`config.mk`:
```
export PLATFORM = sky130hd
export DESIGN_NAME = proxy_dma_ctrl
export DESIGN_NICKNAME = d
export VERILOG_FILES = /design/src/rtl/pdma_pkg.sv /design/src/rtl/pdma_addr_decode.sv /design/src/rtl/pdma_fsm.sv /design/src/rtl/pdma_mover.sv /design/src/rtl/proxy_dma_ctrl.sv
export SDC_FILE = /design/constraint.sdc
export NUM_CORES = 1
export LEC_CHECK = 0
export BUFFER_PORTS_ARGS = -buffer_cell sky130_fd_sc_hd__buf_4
export CORE_MARGIN = 10
export CORE_UTILIZATION = 45
export CTS_CLUSTER_SIZE = 14
export DETAILED_ROUTE_END_ITERATION = 7
export GPL_ROUTABILITY_DRIVEN = 0
export GPL_TIMING_DRIVEN = 0
export PLACE_DENSITY = 0.68
export SYNTH_ARGS = -nofsm -noshare
export SYNTH_HDL_FRONTEND = slang
export SYNTH_SLANG_ARGS = --single-unit
```
`constraint.sdc`:
```
create_clock -name clk -period 11.1 [get_ports clk]
set_clock_uncertainty 0.2 [all_clocks]
set_input_delay 1.11 -clock clk [delete_from_list [all_inputs] [get_ports clk]]
set_output_delay 1.11 -clock clk [all_outputs]
set_load 0.05 [all_outputs]
```
`src/rtl/pdma_pkg.sv`:
```
package pdma_pkg;
  typedef enum logic [1:0] {
    ST_IDLE  = 2'd0,
    ST_ARMED = 2'd1,
    ST_MOVE  = 2'd2
  } pdma_state_e;

  localparam int unsigned STAT_W   = 32;
  localparam int unsigned B_INIT   = 0;
  localparam int unsigned B_XFER   = 1;
  localparam int unsigned B_IDLE   = 2;
  localparam int unsigned B_MATCH  = 3;
  localparam int unsigned B_WRONG  = 4;
  localparam int unsigned B_ERR    = 5;
  localparam int unsigned REM_LSB  = 8;
  localparam int unsigned WORD_B   = 4;
endpackage

```
`src/rtl/pdma_addr_decode.sv`:
```
module pdma_addr_decode #(
  parameter int unsigned AW = 32
) (
  input  logic [AW-1:0] addr,
  output logic          proxy_hit,
  output logic          dev_hit,
  output logic [AW-1:0] real_addr
);
  always_comb begin
    proxy_hit = addr[AW-1];
    dev_hit   = addr[AW-2];
    real_addr = addr;
    real_addr[AW-1] = 1'b0;
  end
endmodule

```
`src/rtl/pdma_fsm.sv`:
```
module pdma_fsm
  import pdma_pkg::*;
(
  input  logic        clk,
  input  logic        rst_n,
  input  logic        acc_vld,
  input  logic        acc_wr,
  input  logic        acc_dev,
  input  logic        cnt_pos,
  input  logic        cnt_neg,
  input  logic        req_fault,
  input  logic        last_beat,
  output pdma_state_e state_q,
  output logic        ld_dst,
  output logic        start,
  output logic        bad_load,
  output logic        fault_load
);
  pdma_state_e state_d;
  logic        dst_dev_q;
  logic        is_load;
  logic        armed;

  always_comb begin
    is_load    = acc_vld && !acc_wr;
    armed      = (state_q == ST_ARMED);
    ld_dst     = acc_vld && acc_wr && cnt_pos && (state_q != ST_MOVE);
    bad_load   = is_load && armed && (acc_dev == dst_dev_q);
    fault_load = is_load && armed && !bad_load && req_fault;
    start      = is_load && armed && !bad_load && !req_fault;
  end

  always_comb begin
    state_d = state_q;
    unique case (state_q)
      ST_IDLE: begin
        if (ld_dst) state_d = ST_ARMED;
      end
      ST_ARMED: begin
        if (ld_dst)                              state_d = ST_ARMED;
        else if (acc_vld && acc_wr && cnt_neg)   state_d = ST_IDLE;
        else if (bad_load || fault_load)         state_d = ST_IDLE;
        else if (start)                          state_d = ST_MOVE;
      end
      ST_MOVE: begin
        if (last_beat) state_d = ST_IDLE;
      end
      default: state_d = ST_IDLE;
    endcase
  end

  always_ff @(posedge clk or negedge rst_n) begin
    if (!rst_n) state_q <= ST_IDLE;
    else        state_q <= state_d;
  end

  always_ff @(posedge clk or negedge rst_n) begin
    if (!rst_n)      dst_dev_q <= 1'b0;
    else if (ld_dst) dst_dev_q <= acc_dev;
  end
endmodule

```
`src/rtl/pdma_mover.sv`:
```
module pdma_mover
  import pdma_pkg::*;
#(
  parameter int unsigned AW = 32,
  parameter int unsigned CW = 13
) (
  input  logic          clk,
  input  logic          rst_n,
  input  logic          ld_dst,
  input  logic [AW-1:0] dst_in,
  input  logic [CW-1:0] cnt_in,
  input  logic          start,
  input  logic [AW-1:0] src_in,
  input  logic          run,
  input  logic          mv_ready,
  output logic          mv_req,
  output logic [AW-1:0] src_q,
  output logic [AW-1:0] dst_q,
  output logic [CW-1:0] cnt_q,
  output logic [AW-1:0] base_q,
  output logic          last_beat,
  output logic          done_q
);
  localparam logic [CW-1:0] STEP_C = CW'(WORD_B);
  localparam logic [AW-1:0] STEP_A = AW'(WORD_B);

  logic step;

  always_comb begin
    mv_req    = run && (cnt_q != '0);
    step      = mv_req && mv_ready;
    last_beat = step && (cnt_q <= STEP_C);
  end

  always_ff @(posedge clk or negedge rst_n) begin
    if (!rst_n)      dst_q <= '0;
    else if (ld_dst) dst_q <= dst_in;
    else if (step)   dst_q <= dst_q + STEP_A;
  end

  always_ff @(posedge clk or negedge rst_n) begin
    if (!rst_n)      src_q <= '0;
    else if (start)  src_q <= src_in;
    else if (step)   src_q <= src_q + STEP_A;
  end

  always_ff @(posedge clk or negedge rst_n) begin
    if (!rst_n)     base_q <= '0;
    else if (start) base_q <= src_in;
  end

  always_ff @(posedge clk or negedge rst_n) begin
    if (!rst_n)         cnt_q <= '0;
    else if (ld_dst)    cnt_q <= cnt_in;
    else if (last_beat) cnt_q <= '0;
    else if (step)      cnt_q <= cnt_q - STEP_C;
  end

  always_ff @(posedge clk or negedge rst_n) begin
    if (!rst_n) done_q <= 1'b0;
    else        done_q <= last_beat;
  end
endmodule

```
`src/rtl/proxy_dma_ctrl.sv`:
```
module proxy_dma_ctrl
  import pdma_pkg::*;
#(
  parameter int unsigned AW         = 32,
  parameter int unsigned PAGE_BYTES = 4096
) (
  input  logic          clk,
  input  logic          rst_n,
  input  logic          bus_valid,
  input  logic          bus_write,
  input  logic [AW-1:0] bus_addr,
  input  logic [31:0]   bus_wdata,
  output logic          bus_rvalid,
  output logic [31:0]   bus_rdata,
  output logic          mv_req,
  input  logic          mv_ready,
  output logic [AW-1:0] mv_src_addr,
  output logic [AW-1:0] mv_dst_addr,
  output logic          xfer_done
);
  localparam int unsigned OFF_W = $clog2(PAGE_BYTES);
  localparam int unsigned CW    = OFF_W + 1;
  localparam logic [CW:0] PAGE_E = (CW+1)'(PAGE_BYTES);

  logic [1:0]    rst_pipe;
  logic          rst_int;
  logic          proxy_hit, dev_hit;
  logic [AW-1:0] real_addr;
  logic          acc_vld, cnt_pos, cnt_neg, big_in;
  logic          big_q;
  logic          req_fault;
  logic          ld_dst, start, bad_load, fault_load, last_beat;
  pdma_state_e   state_q;
  logic [AW-1:0] src_q, dst_q, base_q;
  logic [CW-1:0] cnt_q;
  logic [CW:0]   dst_end, src_end;
  logic [31:0]   stat_d;
  logic          is_load;

  // reset: asserts at once, leaves after two clock edges
  always_ff @(posedge clk or negedge rst_n) begin
    if (!rst_n) rst_pipe <= 2'b00;
    else        rst_pipe <= {rst_pipe[0], 1'b1};
  end
  assign rst_int = rst_pipe[1];

  pdma_addr_decode #(.AW(AW)) u_dec (
    .addr      (bus_addr),
    .proxy_hit (proxy_hit),
    .dev_hit   (dev_hit),
    .real_addr (real_addr)
  );

  always_comb begin
    acc_vld = bus_valid && proxy_hit;
    is_load = acc_vld && !bus_write;
    cnt_pos = !bus_wdata[31] && (bus_wdata != '0);
    cnt_neg = bus_wdata[31];
    big_in  = cnt_pos && (bus_wdata > 32'(PAGE_BYTES));
    dst_end = (CW+1)'(dst_q[OFF_W-1:0]) + (CW+1)'(cnt_q);
    src_end = (CW+1)'(real_addr[OFF_W-1:0]) + (CW+1)'(cnt_q);
    req_fault = (dst_q[1:0] != 2'b00) || (real_addr[1:0] != 2'b00) ||
                (cnt_q[1:0] != 2'b00) || big_q ||
                (dst_end > PAGE_E) || (src_end > PAGE_E);
  end

  always_ff @(posedge clk or negedge rst_int) begin
    if (!rst_int)    big_q <= 1'b0;
    else if (ld_dst) big_q <= big_in;
  end

  pdma_fsm u_fsm (
    .clk        (clk),
    .rst_n      (rst_int),
    .acc_vld    (acc_vld),
    .acc_wr     (bus_write),
    .acc_dev    (dev_hit),
    .cnt_pos    (cnt_pos),
    .cnt_neg    (cnt_neg),
    .req_fault  (req_fault),
    .last_beat  (last_beat),
    .state_q    (state_q),
    .ld_dst     (ld_dst),
    .start      (start),
    .bad_load   (bad_load),
    .fault_load (fault_load)
  );

  pdma_mover #(.AW(AW), .CW(CW)) u_mov (
    .clk       (clk),
    .rst_n     (rst_int),
    .ld_dst    (ld_dst),
    .dst_in    (real_addr),
    .cnt_in    (bus_wdata[CW-1:0]),
    .start     (start),
    .src_in    (real_addr),
    .run       (state_q == ST_MOVE),
    .mv_ready  (mv_ready),
    .mv_req    (mv_req),
    .src_q     (src_q),
    .dst_q     (dst_q),
    .cnt_q     (cnt_q),
    .base_q    (base_q),
    .last_beat (last_beat),
    .done_q    (xfer_done)
  );

  always_comb begin
    stat_d          = '0;
    stat_d[B_INIT]  = !start;
    stat_d[B_XFER]  = (state_q == ST_MOVE);
    stat_d[B_IDLE]  = (state_q == ST_IDLE);
    stat_d[B_MATCH] = (state_q == ST_MOVE) && (real_addr == base_q);
    stat_d[B_WRONG] = bad_load;
    stat_d[B_ERR]   = fault_load;
    stat_d[REM_LSB +: CW] = (state_q == ST_IDLE) ? '0 : cnt_q;
  end

  always_ff @(posedge clk or negedge rst_int) begin
    if (!rst_int) bus_rvalid <= 1'b0;
    else          bus_rvalid <= is_load;
  end

  always_ff @(posedge clk or negedge rst_int) begin
    if (!rst_int)     bus_rdata <= '0;
    else if (is_load) bus_rdata <= stat_d;
  end

  assign mv_src_addr = src_q;
  assign mv_dst_addr = dst_q;
endmodule

```
==> impl_metrics.tcl, run 1 <==
set metrics [dict create \
    final_util_pct 57.8 \
    numClockSinks 135 \
    die_area_sq_mm 0.0239 \
    power_density_mw_per_mm2 213 \
    p_seq_share_pct 32.5 \
    cts_buffers 17 \
    synth_area_per_cell_sq_um 9.52 \
    intPower_mw 1.28 \
    hold_class "reg2async" \
    fin_ws_ns 6.40 \
    postCtsResizedCells 0 \
    synth_edf_count 0 \
    reg2reg_to "u_mov.base_q[5]$_DFFE_PN0P_" \
    grt_pass1_wl_um 41100 \
    fin_nets 1145 \
    grt_start_max_net_pins 68 \
    crit_type "in2reg" \
    max_stage_delay_ns 0.56 \
    drive_above_1_share_pct 24.1 \
    rrSetupSlack_ns 6.67 \
    cts_htree_levels 4 \
    cts_root_buf "clkbuf_16" \
    finalSetupTns_ns 0 \
    reg2reg_depth 13 \
    power.leakage_nw 4.82 \
    worst_slew_pin_slew_ns 0.759 \
    outcome "complete, no violations" \
    synth_area_sq_mm 0.00816 \
    grt-ovfl-total 0 \
    critical_path.max_fanout 10 \
    n_fill_cell 1632 \
    vias 7459 \
    grt_use_total_pct 21.5 \
    final_cell_mix "169 x buf_4, 134 x dfrtp_1, 72 x nand2_1" \
    area_growth_syn_to_layout_pct 26.8 \
    ys_ff_latch 135 \
    reg2reg_from "u_mov.cnt_q[0]$_DFFE_PN0P_" \
    ir_worst_vdd_mv 0.139 \
    seq_area_frac_synth_pct 41.4 \
    swShare_pct 41.9 \
    power.share.clock_pct 27.5 \
    port_buffers 154 \
    total_power_mw 2.21 \
    clk_latency_ns 0.42 \
    grt_pass1_vias 7303 \
    cts_buffer_depth 2 \
    final_common_cell "buf_4" \
    initial_utilization_pct 45.6 \
    period_minus_slack_ns 4.70 \
    yosysUniqueCellTypes 65 \
    setup_viol 0 \
    critPathRequiredTime_ns 11.21 \
    die_height_um 155 \
    drv_slew 0 \
    antenna_found_initial 0 \
    dp_hpwl_um 20100 \
    ant_nets 0 \
    comb_power_share_pct 40.0 \
    drtPass1Iterations 5 \
    rows 49 \
    path_cells "buf_4, ha_1, inv_1, fa_1, xnor2_1, a2111oi_0, o2111a_1, o211ai_1, or4_1, o22a_1, a2111oi_4, buf_6, buf_4, mux2_2" \
    synth_ff_type "dfrtp_1" \
    die_x_um 155 \
    crit_top_cell "buf_4" \
    synth_cells 857 \
    cp_top_family "compound AO/OA/AOI/OAI gates" \
    seq_area_sq_mm 0.00338 \
    maxCapViolCount 0 \
    dp_slack_ns 6.00 \
    cp.arrival_ns 4.81 \
    switchingPower_mw 0.925 \
    cts_tree "built" \
    final_hold_viol_count 0 \
    multi_input_area_sq_mm 0.00445 \
    critPathBufInv 4 \
    setup.worst_path.end_class "register" \
    max_freq_mhz 213 \
    period_share_pct 42.4 \
    diodes 0 \
    async_flop_share_pct 100 \
    path_clk_slew_ns 0.06 \
    yosysWarnings 0 \
    grt_setup_unrepaired "no" \
    slew_headroom_pct 48.9 \
    wl_um 26100 \
    drc_errors 0 \
    drtIter0Drc 560 \
    wl_per_cell_um 20.3 \
    num_io_pins 168 \
    critPathLaunchType "input pin" \
    core_sq_mm 0.0179 \
    critPathSlowestCell "or4_1" \
    vias_per_cell 5.80 \
]
## per-stage QoR
step,hold WS [ns],instances,instance area (sq um)
2_1_floorplan,0.131,869,8200
3_3_place_gp,0.136,1252,9640
3_5_place_dp,-0.0253,1254,9700
4_1_cts,0.157,1286,10300
5_1_grt,0.159,1286,10300
6_report,0.146,1286,10300
## Yosys cell counts, types with 3 or more instances
cell type	number	area [sq um]
a31oi_1	9	56.3
and4_1	4	35.0
nor3b_1	12	90.1
a211oi_1	3	22.5
a21oi_1	30	150
a22oi_1	6	45.0
and2_1	5	31.3
a21o_1	5	37.5
nand2b_1	6	37.5
a21boi_0	4	30.0
nor3_1	29	145
ha_1	29	363
nand4_1	23	144
o21ai_1	3	15.0
o311ai_0	6	52.6
a22o_1	15	131
and3_1	17	106
buf_2	3	15.0
clkbuf_1	26	97.6
xor2_1	19	166
buf_4	15	113
a211o_1	6	52.6
o221ai_1	3	26.3
dfrtp_1	135	3380
nand3_1	24	120
o21ai_0	67	335
nor4_1	18	113
nor2b_1	8	50.1
or4_1	4	30.0
mux2_2	42	473
inv_1	32	120
o211ai_1	9	67.6
a221o_1	19	190
or3_1	8	50.1
mux2i_1	4	40.0
nor2_1	52	195
o211a_1	3	30.0
xnor2_1	39	342
nand2_1	72	270
or2_2	3	18.8
nand3b_1	7	52.6
## cells by family after synthesis
| group | synth area share, % |
|---|---|
| AOI/OAI and AO/OA | 17.7 |
| xor gates and xnor gates | 6.23 |
| adders and majority gates | 4.94 |
| buffers and inverters | 4.56 |
| DFF | 41.4 |
| muxes | 6.29 |
| other | 0.0921 |
| and+or+nand+nor | 18.8 |
## registers in the layout (all words and copies together) (netlist names), 2 cells and up
signal / flops
rst_pipe: 2
u_mov.src_q: 32
u_mov.cnt_q: 13
u_fsm.state_q: 2
u_mov.base_q: 31
bus_rdata: 19
u_mov.dst_q: 32
## how the worst max path moves through the flow
stage,startpoint,to,slack [ns],cells past startpoint
floorplan,bus_addr[0],u_mov.base_q[10]$_DFFE_PN0P_,6.61,13
global placement,rst_pipe[1]$_DFF_PN0_,bus_rdata[8]$_DFFE_PN0P_,5.22,0
detailed placement,bus_addr[0],u_mov.base_q[5]$_DFFE_PN0P_,6.00,14
CTS,bus_addr[0],u_mov.base_q[6]$_DFFE_PN0P_,6.40,14
global route,bus_addr[0],u_mov.src_q[24]$_DFFE_PN0P_,6.11,14
finish,bus_addr[0],u_mov.base_q[5]$_DFFE_PN0P_,6.40,14
## routing by layer
| layer | vias to the layer above | wire length, um | global-route usage, % |
|---|---|---|---|
| li1 | 3526 | - | - |
| met2 | 304 | 12200 | 34.0 |
| met4 | 0 | 518 | 6.88 |
| met1 | 3595 | 11300 | 27.8 |
| met3 | 34 | 2130 | 6.10 |
| met5 | - | 0 | 0 |
## power groups by stage
stage / sequential (mW) / clock, mW / combinational [mW]
after floorplan: 0.891 / 0 / 0.418
after global placement: 0.728 / 0 / 0.855
after detailed placement: 0.722 / 0 / 0.872
after CTS: 0.714 / 0.615 / 0.880
after global routing: 0.733 / 0.636 / 0.963
final: 0.717 / 0.607 / 0.883
## final cells by class
cell class | instances | area share, %
multi-input combinational | 655 | 43.0
sequential | 135 | 32.7
timing repair buffer | 157 | 11.8
clock buffer | 20 | 4.42
tap | 229 | 2.77
buffer | 47 | 2.43
clock inverter | 11 | 1.66
inverter | 32 | 1.16
## repair_timing
| item | 4_1_cts | 5_1_grt |
|---|---|---|
| endpoints found under the hold margin | 11 | 0 |
| endpoints found under the setup margin | 0 | 0 |
| setup buffers | 0 | 0 |
| hold buffers | 1 | 0 |
Note: power is estimated with default switching activity, not from simulation.
==> run 2, diff against run 1 <==
--- a/config.mk
+++ b/config.mk
@@ -5,6 +5,7 @@
 export SDC_FILE = /design/constraint.sdc
 export NUM_CORES = 1
 export LEC_CHECK = 0
+export ABC_AREA = 1
 export BUFFER_PORTS_ARGS = -buffer_cell sky130_fd_sc_hd__buf_4
 export CORE_MARGIN = 10
 export CORE_UTILIZATION = 45
@@ -12,7 +13,7 @@
 export DETAILED_ROUTE_END_ITERATION = 7
 export GPL_ROUTABILITY_DRIVEN = 0
 export GPL_TIMING_DRIVEN = 0
-export PLACE_DENSITY = 0.68
+export PLACE_DENSITY = 0.67
 export SYNTH_ARGS = -nofsm -noshare
 export SYNTH_HDL_FRONTEND = slang
 export SYNTH_SLANG_ARGS = --single-unit
==> constraint.sdc (replaced) <==
create_clock -name clk -period 4.7 [get_ports clk]
set_clock_uncertainty 0.2 [all_clocks]
set_input_delay 0.47 -clock clk [delete_from_list [all_inputs] [get_ports clk]]
set_output_delay 0.47 -clock clk [all_outputs]
set_load 0.05 [all_outputs]
==> run 2 against run 1 <==
  * Register-to-register slack got worse by 5.3 ns
  * Cell area rose by 6.7%
  * Setup slack worse by 5.0 ns
  * Non-clock buffer count is 3 lower
  * Critical path depth up 5
  * Combinational power grew 140%
  * Die area is 7.0% higher
  * Critical endpoint is now u_mov.src_q[17]$_DFFE_PN0P_
==> impl_metrics.tcl, run 2 <==
set metrics [dict create \
    fin_ws_ns 1.41 \
    numClockSinks 135 \
    synth_top_cell_by_area "dfrtp_1" \
    die_height_um 160 \
    outcome "complete, no violations" \
    drtPass1Iterations 6 \
    slew_headroom_pct 50.3 \
    grt_pass1_wl_um 46100 \
    grt_start_max_net_pins 65 \
    crit_top_cell "nand2_1" \
    dp_slack_ns 1.30 \
    period_share_pct 70.0 \
    place_inst 1610 \
    final_common_cell "nand2_1" \
    wl_per_cell_um 17.3 \
    hold_class "in2reg" \
    max_freq_mhz 304 \
    ys_ff_latch 135 \
    synth_area_sq_mm 0.00881 \
    critical_path.max_fanout 10 \
    synth_area_per_cell_sq_um 7.48 \
    setup.worst_path.end_class "register" \
    synth_cells 1177 \
    ant_nets 0 \
    drv_slew 0 \
    power.share.clock_pct 26.8 \
    path_cells "ha_1, inv_1, fa_1, inv_1, nand2_1, nand2_1, nand4_1, nand2_1, nor2_1, nor2_1, nand2_1, nor2_1, nand2_1, nand2_2, nand3_1, inv_2, buf_6, nand3_1, nand3_1" \
    drc_errors 0 \
    synth_edf_count 0 \
    yosysUniqueCellTypes 45 \
    cts_tree "built" \
    setup_viol 0 \
    area_growth_syn_to_layout_pct 25.2 \
    vias 8565 \
    power.leakage_nw 5.69 \
    seq_area_frac_synth_pct 38.3 \
    grt_setup_unrepaired "no" \
    synthTopCellsByCount "360 x nand2_1, 135 x dfrtp_1, 131 x inv_1, 106 x nand3_1, 70 x nor2_1" \
    initial_utilization_pct 45.6 \
    grt_use_total_pct 22.2 \
    clk_latency_ns 0.42 \
    path_clk_slew_ns 0.06 \
    cp_top_family "simple AND/OR/NAND/NOR gates" \
    final_cells 1645 \
    reg_top3 "u_mov.dst_q: 32 flops, u_mov.src_q: 32 flops, u_mov.base_q: 31 flops" \
    cts_root_buf "clkbuf_16" \
    maxCapViolCount 0 \
    critPathSlowestCell "dfrtp_1" \
    final_hold_viol_count 0 \
    core_sq_mm 0.0193 \
    async_flop_share_pct 100 \
    critPathBufInv 4 \
    intPower_mw 2.86 \
    drive_above_1_share_pct 18.6 \
    rrSetupSlack_ns 1.41 \
    final_cell_mix "360 x nand2_1, 167 x buf_4, 134 x dfrtp_1" \
    critPathRequiredTime_ns 4.86 \
    grt_pass1_vias 8500 \
    cp.arrival_ns 3.45 \
    wl_um 28500 \
    ir_worst_vdd_mv 0.264 \
    cts_htree_levels 4 \
    antenna_found_initial 0 \
    num_io_pins 168 \
    synth.most_common_cell "nand2_1" \
    vias_per_cell 5.21 \
    synthDominantCellAreaShare_pct 38.3 \
    yosys-top-cells-area "dfrtp_1 38%, nand2_1 15%, nand3_1 6.0%" \
    die_area_sq_mm 0.0256 \
    rows 51 \
    cts_buffer_depth 2 \
    die_x_um 160 \
    p_seq_share_pct 31.7 \
    max_stage_delay_ns 0.41 \
    whs_ns 0.0509 \
    period_minus_slack_ns 3.29 \
    fin_nets 1467 \
    diodes 0 \
    comb_power_share_pct 41.5 \
    swShare_pct 44.1 \
    grt-ovfl-total 0 \
    critPathLaunchType "register" \
    dp_hpwl_um 22100 \
    yosysWarnings 0 \
    synth_ff_type "dfrtp_1" \
    cts_buffers 17 \
    postCtsResizedCells 0 \
    power_density_mw_per_mm2 465 \
    worst_slew_pin_slew_ns 0.745 \
    switchingPower_mw 2.26 \
    drtIter0Drc 684 \
    crit_type "reg2reg" \
    n_fill_cell 1813 \
    port_buffers 154 \
]
-- run 2: cell count changes in the layout (fill, tap and decap cells not counted), moves of 17 or more --
cell,change
mux2_2,-42
xor2_1,+38
nor2_1,+18
inv_1,+99
nand2_1,+288
nand3_1,+82
a221o_1,-19
and3_1,-17
clkbuf_1,-18
o21ai_0,-24
-- run 2: worst register-to-register path, delay by kind of cell, from the launching register on --
kind / cells / cell delay [ns]
and+or+nand+nor: 13 / 1.39
adders and majority gates: 2 / 0.65
buffers and inverters: 4 / 0.57
DFF: 1 / 0.41
-- run 2: kinds of logic (layout without fill, tap and decap cells) --
logic type,after synthesis,count (layout),share of synthesized area (%)
xor+xnor,85,85,8.45
other cells,2,14,0.0852
flops,135,135,38.3
simple gates,624,624,31.5
fa+ha+maj,31,31,4.57
compound gates,122,122,8.45
buf+inv,178,369,8.55
-- run 2: metrics by stage --
stage                     setup TNS, ns  util, %  power [mW]  area [sq um]
after floorplan                       0        -        3.10          8850
after global placement          -160.56     53.5        3.72         10300
after detailed placement              0     53.8        3.75         10400
after CTS                             0     57.1        5.13         11000
after global routing                  0     57.1        5.45         11000
final                                 0     57.1        5.13         11000
-- run 2: area by class of cell --
class	count	area (sq um)	area share (%)
inverters	136	510	4.63
clock inverters	14	163	1.47
well taps	265	332	3.01
plain buffers	42	243	2.20
clock buffers	18	439	3.98
repair buffers	159	1240	11.2
multi-input cells	876	4720	42.8
flip-flops and latches	135	3380	30.7
-- run 2: metal layers --
| layer | wire length, um | up-vias | GRT usage, % |
|---|---|---|---|
| li1 | - | 4206 | - |
| met1 | 12900 | 4018 | 29.8 |
| met2 | 12800 | 298 | 34.4 |
| met3 | 2210 | 43 | 5.55 |
| met4 | 613 | 0 | 7.30 |
| met5 | 0 | - | 0 |
-- run 2: final timing paths --
| path | cells after the start | startpoint | endpoint |
|---|---|---|---|
| worst max register to register | 19 | u_mov.cnt_q[0]$_DFFE_PN0P_ | u_mov.src_q[17]$_DFFE_PN0P_ |
| max in group asynchronous | 1 | rst_pipe[1]$_DFF_PN0_ | u_mov.done_q$_DFF_PN0_ |
| worst min-delay path | 2 | bus_write | bus_rvalid$_DFF_PN0_ |
| worst min register to register | 1 | rst_pipe[1]$_DFF_PN0_ | u_mov.base_q[27]$_DFFE_PN0P_ |
| min in group asynchronous | 1 | rst_pipe[1]$_DFF_PN0_ | u_mov.base_q[27]$_DFFE_PN0P_ |
| worst max-delay path | 19 | u_mov.cnt_q[0]$_DFFE_PN0P_ | u_mov.src_q[17]$_DFFE_PN0P_ |
-- run 2: power groups by stage --
| stage | clock network, mW | logic, mW | registers, mW |
|---|---|---|---|
| 5_1_grt | 1.44 | 2.35 | 1.66 |
| 3_5_place_dp | 0 | 2.12 | 1.64 |
| 2_1_floorplan | 0 | 1.01 | 2.09 |
| 4_1_cts | 1.38 | 2.13 | 1.62 |
| 6_report | 1.37 | 2.13 | 1.63 |
| 3_3_place_gp | 0 | 2.07 | 1.65 |
-- run 2: what timing repair did --
item,CTS,global route
endpoints found under the setup margin,0,0
buffers inserted,0,0
endpoints found under the hold margin,5,0
hold buffers,3,0
